[src/rtl/pwr_mode_pkg.sv]
package pwr_mode_pkg;
  localparam int unsigned OP_W = 8;
  localparam logic [OP_W-1:0] OP_NOP  = 8'hFF;
  localparam logic [OP_W-1:0] OP_HALT = 8'h7F;
  localparam logic [OP_W-1:0] OP_STOP = 8'h6F;

  typedef enum logic [2:0] {ST_RUN, ST_HALT, ST_STOP, ST_HOLD, ST_VEC} pm_state_e;
  typedef enum logic [1:0] {MODE_RUN = 2'b00, MODE_HALT = 2'b01, MODE_STOP = 2'b10} mode_e;
  typedef enum logic [1:0] {WAKE_IRQ = 2'b00, WAKE_PIN = 2'b01, WAKE_WDT = 2'b10, WAKE_RCV = 2'b11} wake_e;
endpackage

[src/rtl/pwr_op_detect.sv]
module pwr_op_detect
  import pwr_mode_pkg::*;
(
  input  logic            clk_i,
  input  logic            rst_ni,
  input  logic            arm_i,
  input  logic            op_valid_i,
  input  logic [OP_W-1:0] op_i,
  output logic            halt_req_o,
  output logic            stop_req_o
);
  logic prev_nop_q;

  // remembers whether the last retired opcode flushed the pipeline
  always_ff @(posedge clk_i or negedge rst_ni) begin
    if (!rst_ni)         prev_nop_q <= 1'b0;
    else if (!arm_i)     prev_nop_q <= 1'b0;
    else if (op_valid_i) prev_nop_q <= (op_i == OP_NOP);
  end

  always_comb begin
    halt_req_o = arm_i && op_valid_i && prev_nop_q && (op_i == OP_HALT);
    stop_req_o = arm_i && op_valid_i && prev_nop_q && (op_i == OP_STOP);
  end

  assert_one_req_R1: assert property (@(posedge clk_i) disable iff (!rst_ni)
    !(halt_req_o && stop_req_o));
endmodule

[src/rtl/pwr_clk_div.sv]
module pwr_clk_div #(
  parameter int unsigned SEL_W = 2
) (
  input  logic             clk_i,
  input  logic             rst_ni,
  input  logic             run_i,
  input  logic [SEL_W-1:0] sel_i,
  output logic             tick_o
);
  localparam int unsigned CNT_W = (1 << SEL_W) - 1;

  logic [SEL_W-1:0] sel_q;
  logic [CNT_W-1:0] cnt_q;
  logic [CNT_W:0]   ratio;
  logic [CNT_W-1:0] lim;

  always_comb begin
    ratio  = (CNT_W+1)'(1) << sel_q;
    lim    = CNT_W'(ratio - 1'b1);
    tick_o = run_i && (cnt_q == lim);
  end

  always_ff @(posedge clk_i or negedge rst_ni) begin
    if (!rst_ni) begin
      cnt_q <= '0;
      sel_q <= '0;
    end else if (!run_i) begin
      cnt_q <= '0;
      sel_q <= sel_i;
    end else if (tick_o) begin
      cnt_q <= '0;
      sel_q <= sel_i;            // new ratio only at period end
    end else begin
      cnt_q <= cnt_q + 1'b1;
    end
  end

  assert_sel_at_boundary_R9: assert property (@(posedge clk_i) disable iff (!rst_ni)
    ($past(run_i) && run_i && !$past(tick_o)) |-> $stable(sel_q));
endmodule

[src/rtl/pwr_mode_fsm.sv]
module pwr_mode_fsm
  import pwr_mode_pkg::*;
#(
  parameter int unsigned RST_CYCLES = 16
) (
  input  logic      clk_i,
  input  logic      rst_ni,
  input  logic      halt_req_i,
  input  logic      stop_req_i,
  input  logic      irq_i,
  input  logic      rst_pin_i,
  input  logic      wdt_timeout_i,
  input  logic      wdt_run_in_stop_i,
  input  logic      rcv_i,
  output pm_state_e state_o,
  output wake_e     cause_o
);
  localparam int unsigned CNT_W = (RST_CYCLES > 1) ? $clog2(RST_CYCLES) : 1;
  localparam int unsigned LEN_W = $clog2(RST_CYCLES + 1);
  localparam logic [CNT_W-1:0] HOLD_LAST = CNT_W'(RST_CYCLES - 1);
  localparam logic [LEN_W-1:0] LEN_MAX   = LEN_W'(RST_CYCLES);

  pm_state_e        state_q, state_d;
  wake_e            cause_q, cause_d;
  logic [CNT_W-1:0] hold_cnt_q;

  always_comb begin
    state_d = state_q;
    cause_d = cause_q;
    unique case (state_q)
      ST_RUN: begin
        if (halt_req_i)      state_d = ST_HALT;
        else if (stop_req_i) state_d = ST_STOP;
      end
      ST_HALT: begin
        if (rst_pin_i)          begin state_d = ST_HOLD; cause_d = WAKE_PIN; end
        else if (wdt_timeout_i) begin state_d = ST_HOLD; cause_d = WAKE_WDT; end
        else if (irq_i)         begin state_d = ST_RUN;  cause_d = WAKE_IRQ; end
      end
      ST_STOP: begin
        if (rst_pin_i)                               begin state_d = ST_HOLD; cause_d = WAKE_PIN; end
        else if (wdt_timeout_i && wdt_run_in_stop_i) begin state_d = ST_HOLD; cause_d = WAKE_WDT; end
        else if (rcv_i)                              begin state_d = ST_HOLD; cause_d = WAKE_RCV; end
      end
      ST_HOLD: if (hold_cnt_q == HOLD_LAST) state_d = ST_VEC;
      ST_VEC:  state_d = ST_RUN;
      default: state_d = ST_HOLD;
    endcase
  end

  always_ff @(posedge clk_i or negedge rst_ni) begin
    if (!rst_ni) begin
      state_q    <= ST_HOLD;
      cause_q    <= WAKE_PIN;
      hold_cnt_q <= '0;
    end else begin
      state_q    <= state_d;
      cause_q    <= cause_d;
      hold_cnt_q <= (state_q == ST_HOLD) ? hold_cnt_q + 1'b1 : '0;
    end
  end

  assign state_o = state_q;
  assign cause_o = cause_q;

  // independent length counter for the reset hold window
  logic [LEN_W-1:0] rst_len_q;
  always_ff @(posedge clk_i or negedge rst_ni) begin
    if (!rst_ni)                rst_len_q <= '0;
    else if (state_q == ST_HOLD) rst_len_q <= (rst_len_q == LEN_MAX) ? rst_len_q : rst_len_q + 1'b1;
    else                        rst_len_q <= '0;
  end

  assert_hold_length_R8: assert property (@(posedge clk_i) disable iff (!rst_ni)
    $fell(state_q == ST_HOLD) |-> (rst_len_q == LEN_MAX));
  assert_halt_irq_resume_R4: assert property (@(posedge clk_i) disable iff (!rst_ni)
    (state_q == ST_HALT && irq_i && !rst_pin_i && !wdt_timeout_i) |=> (state_q == ST_RUN && cause_q == WAKE_IRQ));
  assert_stop_ignores_irq_R6: assert property (@(posedge clk_i) disable iff (!rst_ni)
    (state_q == ST_STOP && !rst_pin_i && !rcv_i && !(wdt_timeout_i && wdt_run_in_stop_i)) |=> state_q == ST_STOP);
  assert_run_ignores_wake_R10: assert property (@(posedge clk_i) disable iff (!rst_ni)
    (state_q == ST_RUN && !halt_req_i && !stop_req_i) |=> (state_q == ST_RUN && $stable(cause_q)));
endmodule

[src/rtl/pwr_mode_ctrl.sv]
module pwr_mode_ctrl
  import pwr_mode_pkg::*;
#(
  parameter int unsigned SEL_W      = 2,
  parameter int unsigned RST_CYCLES = 16,
  parameter int unsigned VEC_W      = 16,
  parameter logic [VEC_W-1:0] RESTART_VEC = 'h000C
) (
  input  logic             clk_i,
  input  logic             rst_ni,
  input  logic             op_valid_i,
  input  logic [OP_W-1:0]  op_i,
  input  logic             irq_i,
  input  logic             rst_pin_i,
  input  logic             wdt_timeout_i,
  input  logic             wdt_run_in_stop_i,
  input  logic             rcv_i,
  input  logic [SEL_W-1:0] clk_sel_i,
  output logic             cpu_clk_en_o,
  output logic             periph_clk_en_o,
  output logic             osc_en_o,
  output logic             cpu_rst_o,
  output logic             vec_load_o,
  output logic [VEC_W-1:0] vec_addr_o,
  output logic [1:0]       mode_o,
  output logic [1:0]       wake_cause_o
);
  pm_state_e state;
  wake_e     cause;
  logic      halt_req, stop_req, tick;

  pwr_op_detect u_detect (
    .clk_i      (clk_i),
    .rst_ni     (rst_ni),
    .arm_i      (state == ST_RUN),
    .op_valid_i (op_valid_i),
    .op_i       (op_i),
    .halt_req_o (halt_req),
    .stop_req_o (stop_req)
  );

  pwr_mode_fsm #(.RST_CYCLES(RST_CYCLES)) u_fsm (
    .clk_i             (clk_i),
    .rst_ni            (rst_ni),
    .halt_req_i        (halt_req),
    .stop_req_i        (stop_req),
    .irq_i             (irq_i),
    .rst_pin_i         (rst_pin_i),
    .wdt_timeout_i     (wdt_timeout_i),
    .wdt_run_in_stop_i (wdt_run_in_stop_i),
    .rcv_i             (rcv_i),
    .state_o           (state),
    .cause_o           (cause)
  );

  pwr_clk_div #(.SEL_W(SEL_W)) u_div (
    .clk_i  (clk_i),
    .rst_ni (rst_ni),
    .run_i  (osc_en_o),
    .sel_i  (clk_sel_i),
    .tick_o (tick)
  );

  always_comb begin
    osc_en_o        = (state != ST_STOP);
    periph_clk_en_o = tick;
    cpu_clk_en_o    = tick && (state == ST_RUN);
    cpu_rst_o       = (state == ST_HOLD);
    vec_load_o      = (state == ST_VEC);
    vec_addr_o      = vec_load_o ? RESTART_VEC : '0;
    wake_cause_o    = cause;
    unique case (state)
      ST_HALT: mode_o = MODE_HALT;
      ST_STOP: mode_o = MODE_STOP;
      default: mode_o = MODE_RUN;
    endcase
  end

  assert_cpu_clk_gated_R3: assert property (@(posedge clk_i) disable iff (!rst_ni)
    cpu_clk_en_o |-> (periph_clk_en_o && mode_o == MODE_RUN));
  assert_stop_dark_R6: assert property (@(posedge clk_i) disable iff (!rst_ni)
    (mode_o == MODE_STOP) |-> (!osc_en_o && !periph_clk_en_o && !cpu_clk_en_o));
  assert_vec_single_R8: assert property (@(posedge clk_i) disable iff (!rst_ni)
    vec_load_o |=> (!vec_load_o && !cpu_rst_o && mode_o == MODE_RUN));
  assert_rst_then_vec_R8: assert property (@(posedge clk_i) disable iff (!rst_ni)
    $fell(cpu_rst_o) |-> (vec_load_o && vec_addr_o == RESTART_VEC));
endmodule

[config.mk]
export PLATFORM = sky130hd
export DESIGN_NAME = pwr_mode_ctrl
export DESIGN_NICKNAME = d
export VERILOG_FILES = /design/src/rtl/pwr_mode_pkg.sv /design/src/rtl/pwr_op_detect.sv /design/src/rtl/pwr_clk_div.sv /design/src/rtl/pwr_mode_fsm.sv /design/src/rtl/pwr_mode_ctrl.sv
export SDC_FILE = /design/constraint.sdc
export NUM_CORES = 1
export LEC_CHECK = 0
export ABC_CLOCK_PERIOD_IN_PS = 1800
export BUFFER_PORTS_ARGS = -buffer_cell sky130_fd_sc_hd__buf_2
export CAP_MARGIN = 20
export CELL_PAD_IN_SITES_DETAIL_PLACEMENT = 1
export CELL_PAD_IN_SITES_GLOBAL_PLACEMENT = 1
export CORE_ASPECT_RATIO = 1.5
export CORE_UTILIZATION = 32
export CTS_BUF_LIST = sky130_fd_sc_hd__clkbuf_4
export DETAILED_ROUTE_END_ITERATION = 16
export PLACE_DENSITY_LB_ADDON = 0.1
export SYNTH_ARGS = -nofsm -noshare
export SYNTH_HDL_FRONTEND = slang
export SYNTH_SLANG_ARGS = --single-unit
[constraint.sdc]
create_clock -name clk_i -period 1.8 [get_ports clk_i]
set_input_delay 0.09 -clock clk_i [delete_from_list [all_inputs] [get_ports clk_i]]
set_output_delay 0.09 -clock clk_i [all_outputs]
set_load 0.005 [all_outputs]
# After elaboration in Yosys (flattened, before gate mapping)
# Index checks and enable logic that the tools add are counted.
[totals]
register_bits = 15
[op_classes]
add_sub_neg = 3
eq_ne = 16
shift = 1
muxes = 26
reduce_logical = 11
[op_table]
columns = ["operator", "count"]
rows = [
  ["3-bit 2-to-1 mux", 11],
  ["8-bit by 7-bit equality test with 1-bit output (second input constant)", 2],
  ["2-bit 2-to-1 mux", 8],
  ["3-bit one-hot mux with 5 select lines", 1],
  ["8-bit equality test (second input constant)", 1],
  ["4-bit 2-to-1 mux", 2],
  ["2-bit one-hot mux with 2 select lines", 2],
  ["1-bit logical AND", 7],
  ["3-bit by 2-bit equality test with 1-bit output (second input constant)", 2],
  ["4-bit by 1-bit adder with 4-bit output (second input constant)", 1],
  ["4-bit equality test (second input constant)", 1],
  ["2-bit != test (second input constant)", 2],
  ["4-bit by 3-bit != test with 1-bit output (second input constant)", 1],
  ["4-bit != test (second input constant)", 1],
  ["4-bit AND reduction", 1],
  ["3-bit by 1-bit adder with 3-bit output (second input constant)", 1],
  ["3-bit by 1-bit equality test with 1-bit output (second input constant)", 1],
  ["3-bit equality test", 1],
  ["3-bit equality test (second input constant)", 1],
  ["3-bit zero test", 1],
  ["3-bit by 2-bit != test with 1-bit output (second input constant)", 1],
  ["3-bit != test (second input constant)", 1],
  ["3-bit AND reduction", 1],
  ["1-bit by 2-bit left shift with 3-bit output (first input constant)", 1],
  ["4 further kinds", 5],
]

# Depth between registers and ports, before layout
[logic_depth]
depth_word = 7
depth_mapped = 5

# Modules after synthesis
# Synthesis repeated with hierarchy kept, for this count alone.
[unflattened]
cells_unflattened = 109
area_unflattened_um2 = 1041.0
[modules_own_cells]
columns = ["module", "n_inst", "cells_each", "area_per_inst_um2", "seq_area_each_um2"]
rows = [
  ["pwr_mode_fsm", 1, 52, 515.5, 229.0],
  ["pwr_clk_div", 1, 23, 264.0, 125.1],
  ["pwr_mode_ctrl", 1, 24, 178.9, 0.0],
  ["pwr_op_detect", 1, 10, 82.6, 25.0],
]

# Worst setup path before layout
# Ideal clock, no wire load.
[synth_path]
path_kind = "flip-flop to flip-flop"
startpoint = "reg u_fsm.state_q[0], in the netlist u_fsm.state_o[0]"
endpoint = "reg u_fsm.state_q[1], in the netlist u_fsm.state_o[1]"
setup_time_ps = 83
arrival_time_ps = 1554
t_required_ps = 1717
setup_slack_ps = 163
stages_incl_launch_ff = 6
n_path_buf = 1
path_cell_list = "dfstp_2 buf_2 nor3b_1 a22o_2 nor3_1 o32a_1"
[synth_via]
elab_chain_cells = 6
[synth_rtl]
columns = ["item", "line", "source"]
rows = [
  ["start, declared", "pwr_mode_fsm.sv:23", "pm_state_e state_q, state_d;"],
  ["start signal, assigned", "pwr_mode_fsm.sv:57", "state_q <= state_d;"],
  ["3-bit zero test", "pwr_mode_fsm.sv:30, pwr_mode_ctrl.sv:35", ""],
  ["1-bit logical AND (2 in series)", "pwr_op_detect.sv:22, pwr_op_detect.sv:23", ""],
  ["1-bit logical AND (on tied branches)", "pwr_op_detect.sv:22, pwr_op_detect.sv:23", ""],
  ["3-bit 2-to-1 mux / 3-bit != test (equally long branches)", "--", ""],
  ["3-bit one-hot mux with 5 select lines / 4-bit AND reduction (equally long branches)", "--", ""],
]
# Parallel ways exist; a longest one is shown, timed or not.
# A chain may end at the register's enable or synchronous reset.

# Final worst setup path
[layout_path]
startpoint = "reg u_div.sel_q[1]"
endpoint = "out cpu_clk_en_o"
[layout_via]
elab_chain_cells = 5
[layout_rtl]
columns = ["item", "line", "source"]
rows = [
  ["start, declared", "pwr_clk_div.sv:12", "logic [SEL_W-1:0] sel_q;"],
  ["start signal, assigned", "pwr_clk_div.sv:29", "sel_q <= sel_i;"],
  ["start signal, assigned", "pwr_clk_div.sv:32", "sel_q <= sel_i;"],
  ["1-bit by 2-bit left shift with 3-bit output", "pwr_clk_div.sv:18", "ratio = (CNT_W+1)'(1) << sel_q;"],
  ["3-bit by 1-bit subtractor with 3-bit output", "pwr_clk_div.sv:19", "lim = CNT_W'(ratio - 1'b1);"],
  ["3-bit equality test", "pwr_clk_div.sv:20", "tick_o = run_i && (cnt_q == lim);"],
  ["1-bit logical AND", "pwr_clk_div.sv:20", ""],
  ["1-bit logical AND", "pwr_mode_ctrl.sv:67", "cpu_clk_en_o = tick && (state == ST_RUN);"],
  ["end, declared", "pwr_mode_ctrl.sv:19", "output logic cpu_clk_en_o,"],
]
# Every way passes these cells.

==> results.toml <==
[run_status]
status = "completed"

[worst_setup_path]
r2r-end = "u_div.sel_q[0]"
r2r_setup_slack_ns = 0.09
startpoint = "u_div.sel_q[1]"
worst-setup-path-type = "reg -> out"
arrival_ns = 1.67
cp-start-kind = "register"
worstPathRequired_ns = 1.71
rr_startpoint = "u_div.sel_q[1]"
worstPathMaxFanout = 5
reg2reg_depth = 5
critPathCaptureType = "output port"

[pwr]
p_leak_nw = 0.575
p_clk_share_pct = 11.8
power.internal_mw = 1.08
combinationalPowerShare_pct = 52.9
cellPowerDensity_nw_per_um2 = 1510
p_seq_share_pct = 35.3
fin_total_pwr_mw = 1.75
power.net_switching_mw = 0.680
p_sw_share_pct = 38.7
ir_worst_vdd_v = 0.000630

[sta]
fmax_mhz = 568
rsz0062_at_grt = "yes"
final.setup.tns_ns = 0
min_period_ns = 1.76
finalHoldViolCount = 0
finClkSkew_ns = 0.00185
slew_viol_final = 0
finalCritPeriodShare_pct = 97.8
worst_slack_ns = 0.0400
hold_slack_ns = 0.0375
setup_viol = 0

[clocking]
cts_sinks = 15
cts_made_buffers = 3
clockBufferDepth = 2
cts-root-buf = "clkbuf_4"
clock_latency_ns = 0.28
cts_tree = "done"
clk_pin_slew_ns = 0.08
htree_levels = 1

[logic_synthesis]
synth_edf_count = 0
synth_top_area_share_pct = 31.8
synth_top_area_cell = "dfrtp_1"
ys_ff_latch = 15
netlist-cell-type-count = 39
yosysWarnings = 0
synth_ff_type = "dfrtp_1"
syn_avg_cell_area_sq_um = 9.63
yosysSeqAreaShare_pct = 40.2
synth_area_leaders = "dfrtp_1, buf_4, dfstp_2, nor2_1, a31oi_1"
yosysMostFrequentCell = "buf_4"
synth_common_cells = "buf_4, dfrtp_1, nor2_1"
synth_cells = 98
async_reset_ff_share_pct = 100
syn-cell-area_sq_um = 943

[placement]
preCtsSetupSlack_ns = 0.0282
placed_cells = 162
dp_hpwl_um = 1690
io_buffer_count = 28
gp_congestion = 0.723
placed_cell_area_sq_um = 1080

[routing]
avgViaCountPerCell = 4.70
detail-route-antenna-nets = 0
drt_iter0_drc = 10
dr.pass1.iters = 4
drt_wl_total_um = 2070
vias = 795
wire_per_inst_um = 12.2
drc = 0

[cells_and_area]
area_delta_synth_final_pct = 23.1
stdcell_count = 169
fin_area_sq_um = 1160
drive_gt1_share_pct = 38.6
fill_cells = 347
layout.nets = 153
n_antenna_cell = 0
final_core_util_pct = 42.5

[floorplan]
io-pin-count = 43
fp.dieH_um = 68.5
fp.dieArea_sq_um = 3170
fp.coreArea_sq_um = 2730
start_util_pct = 34.5
rows = 23
die_x_um = 46.3

[global_route]
grt_pass1_wl_um = 3170
grt.overflow.total = 0
grt_usage_pct = 14.4
antenna_found_initial = 0
grt_pass1_vias = 730
grt_max_degree = 16

[hold_path]
min_path_type = "in -> reg"
min_delay_path_depth = 2
whs_endpoint = "u_div.sel_q[1]"
hold_start = "clk_sel_i[1]"

[job]
cap_violations = 0
-- cell usage in the layout, fill, tap and decap left out, types with 3 or more instances in the layout --
cell	synthesis	routed
buf_2	1	28
conb_1	1	14
dfrtp_1	12	12
nor2_1	7	7
buf_4	17	6
nor3_1	5	5
inv_1	4	4
a21oi_1	4	4
clkbuf_4	0	4
a31oi_1	4	3
dfstp_2	3	3
-- worst max path at each step --
stage / endpoint / slack, ns
after floorplan: u_fsm.state_o[1] / 0.16
final: cpu_clk_en_o / 0.04
after global routing: periph_clk_en_o / -0.06
after CTS: cpu_clk_en_o / -0.01
after global placement: u_fsm.state_o[1] / 0.10
after detailed placement: u_fsm.state_o[1] / 0.03
-- critical path, stage by stage (launching register included) --
cell	delay [ns]
dfrtp_1	0.42
or4_4	0.54
a21oi_4	0.15
a31oi_2	0.06
nor2_1	0.10
buf_2	0.12
-- cells by family (layout without fill, tap and decap cells) --
| group | Yosys count | count (layout) | share of synthesized area (%) |
|---|---|---|---|
| adders and majority gates | 2 | 2 | 2.65 |
| buffers and inverters | 22 | 43 | 15.6 |
| DFF | 15 | 15 | 40.2 |
| other | 1 | 14 | 0.397 |
| AOI/OAI and AO/OA | 19 | 19 | 13.8 |
| muxes | 3 | 3 | 3.45 |
| xor gates and xnor gates | 3 | 3 | 2.79 |
| and+or+nand+nor | 33 | 33 | 21.1 |
-- repair_timing --
item | in CTS | in global routing
pin swaps | 1 | 2
hold buffers | 1 | 0
hold endpoints to repair | 15 | 0
gates resized for setup | 0 | 5
endpoints found under the setup margin | 2 | 8
buffers inserted | 2 | 0
-- sequential cells by signal (all words and copies together), names as in the netlist --
register and count:
u_detect.prev_nop_q 1, u_div.cnt_q 3, u_div.sel_q 2, u_fsm.cause_o 2
u_fsm.hold_cnt_q 4, u_fsm.state_o 3
-- cell type report --
cell class | count | area, sq um | area share (%)
well taps | 37 | 46.3 | 3.99
repair buffers | 35 | 195 | 16.8
flip-flops and latches | 15 | 379 | 32.7
clock buffers | 4 | 30.0 | 2.59
inverters | 4 | 15.0 | 1.29
multi-input cells | 74 | 495 | 42.7
-- per-layer routing --
| metal | vias to the layer above | share of wire, % | track usage, % |
|---|---|---|---|
| met4 | 0 | 2.1 | 9.93 |
| li1 | 392 | - | - |
| met3 | 4 | 3.3 | 1.56 |
| met1 | 375 | 39 | 15.4 |
| met5 | - | 0 | 0 |
| met2 | 24 | 55 | 25.2 |
-- power groups by stage --
| stage | combinational [mW] | sequential (mW) | clock [mW] |
|---|---|---|---|
| after floorplan | 0.606 | 0.573 | 0 |
| after global placement | 0.820 | 0.610 | 0 |
| after detailed placement | 0.847 | 0.615 | 0 |
| after CTS | 0.887 | 0.607 | 0.215 |
| after global routing | 1.05 | 0.641 | 0.233 |
| final | 0.928 | 0.619 | 0.207 |
No activity file was read; power rests on OpenSTA's default activity.
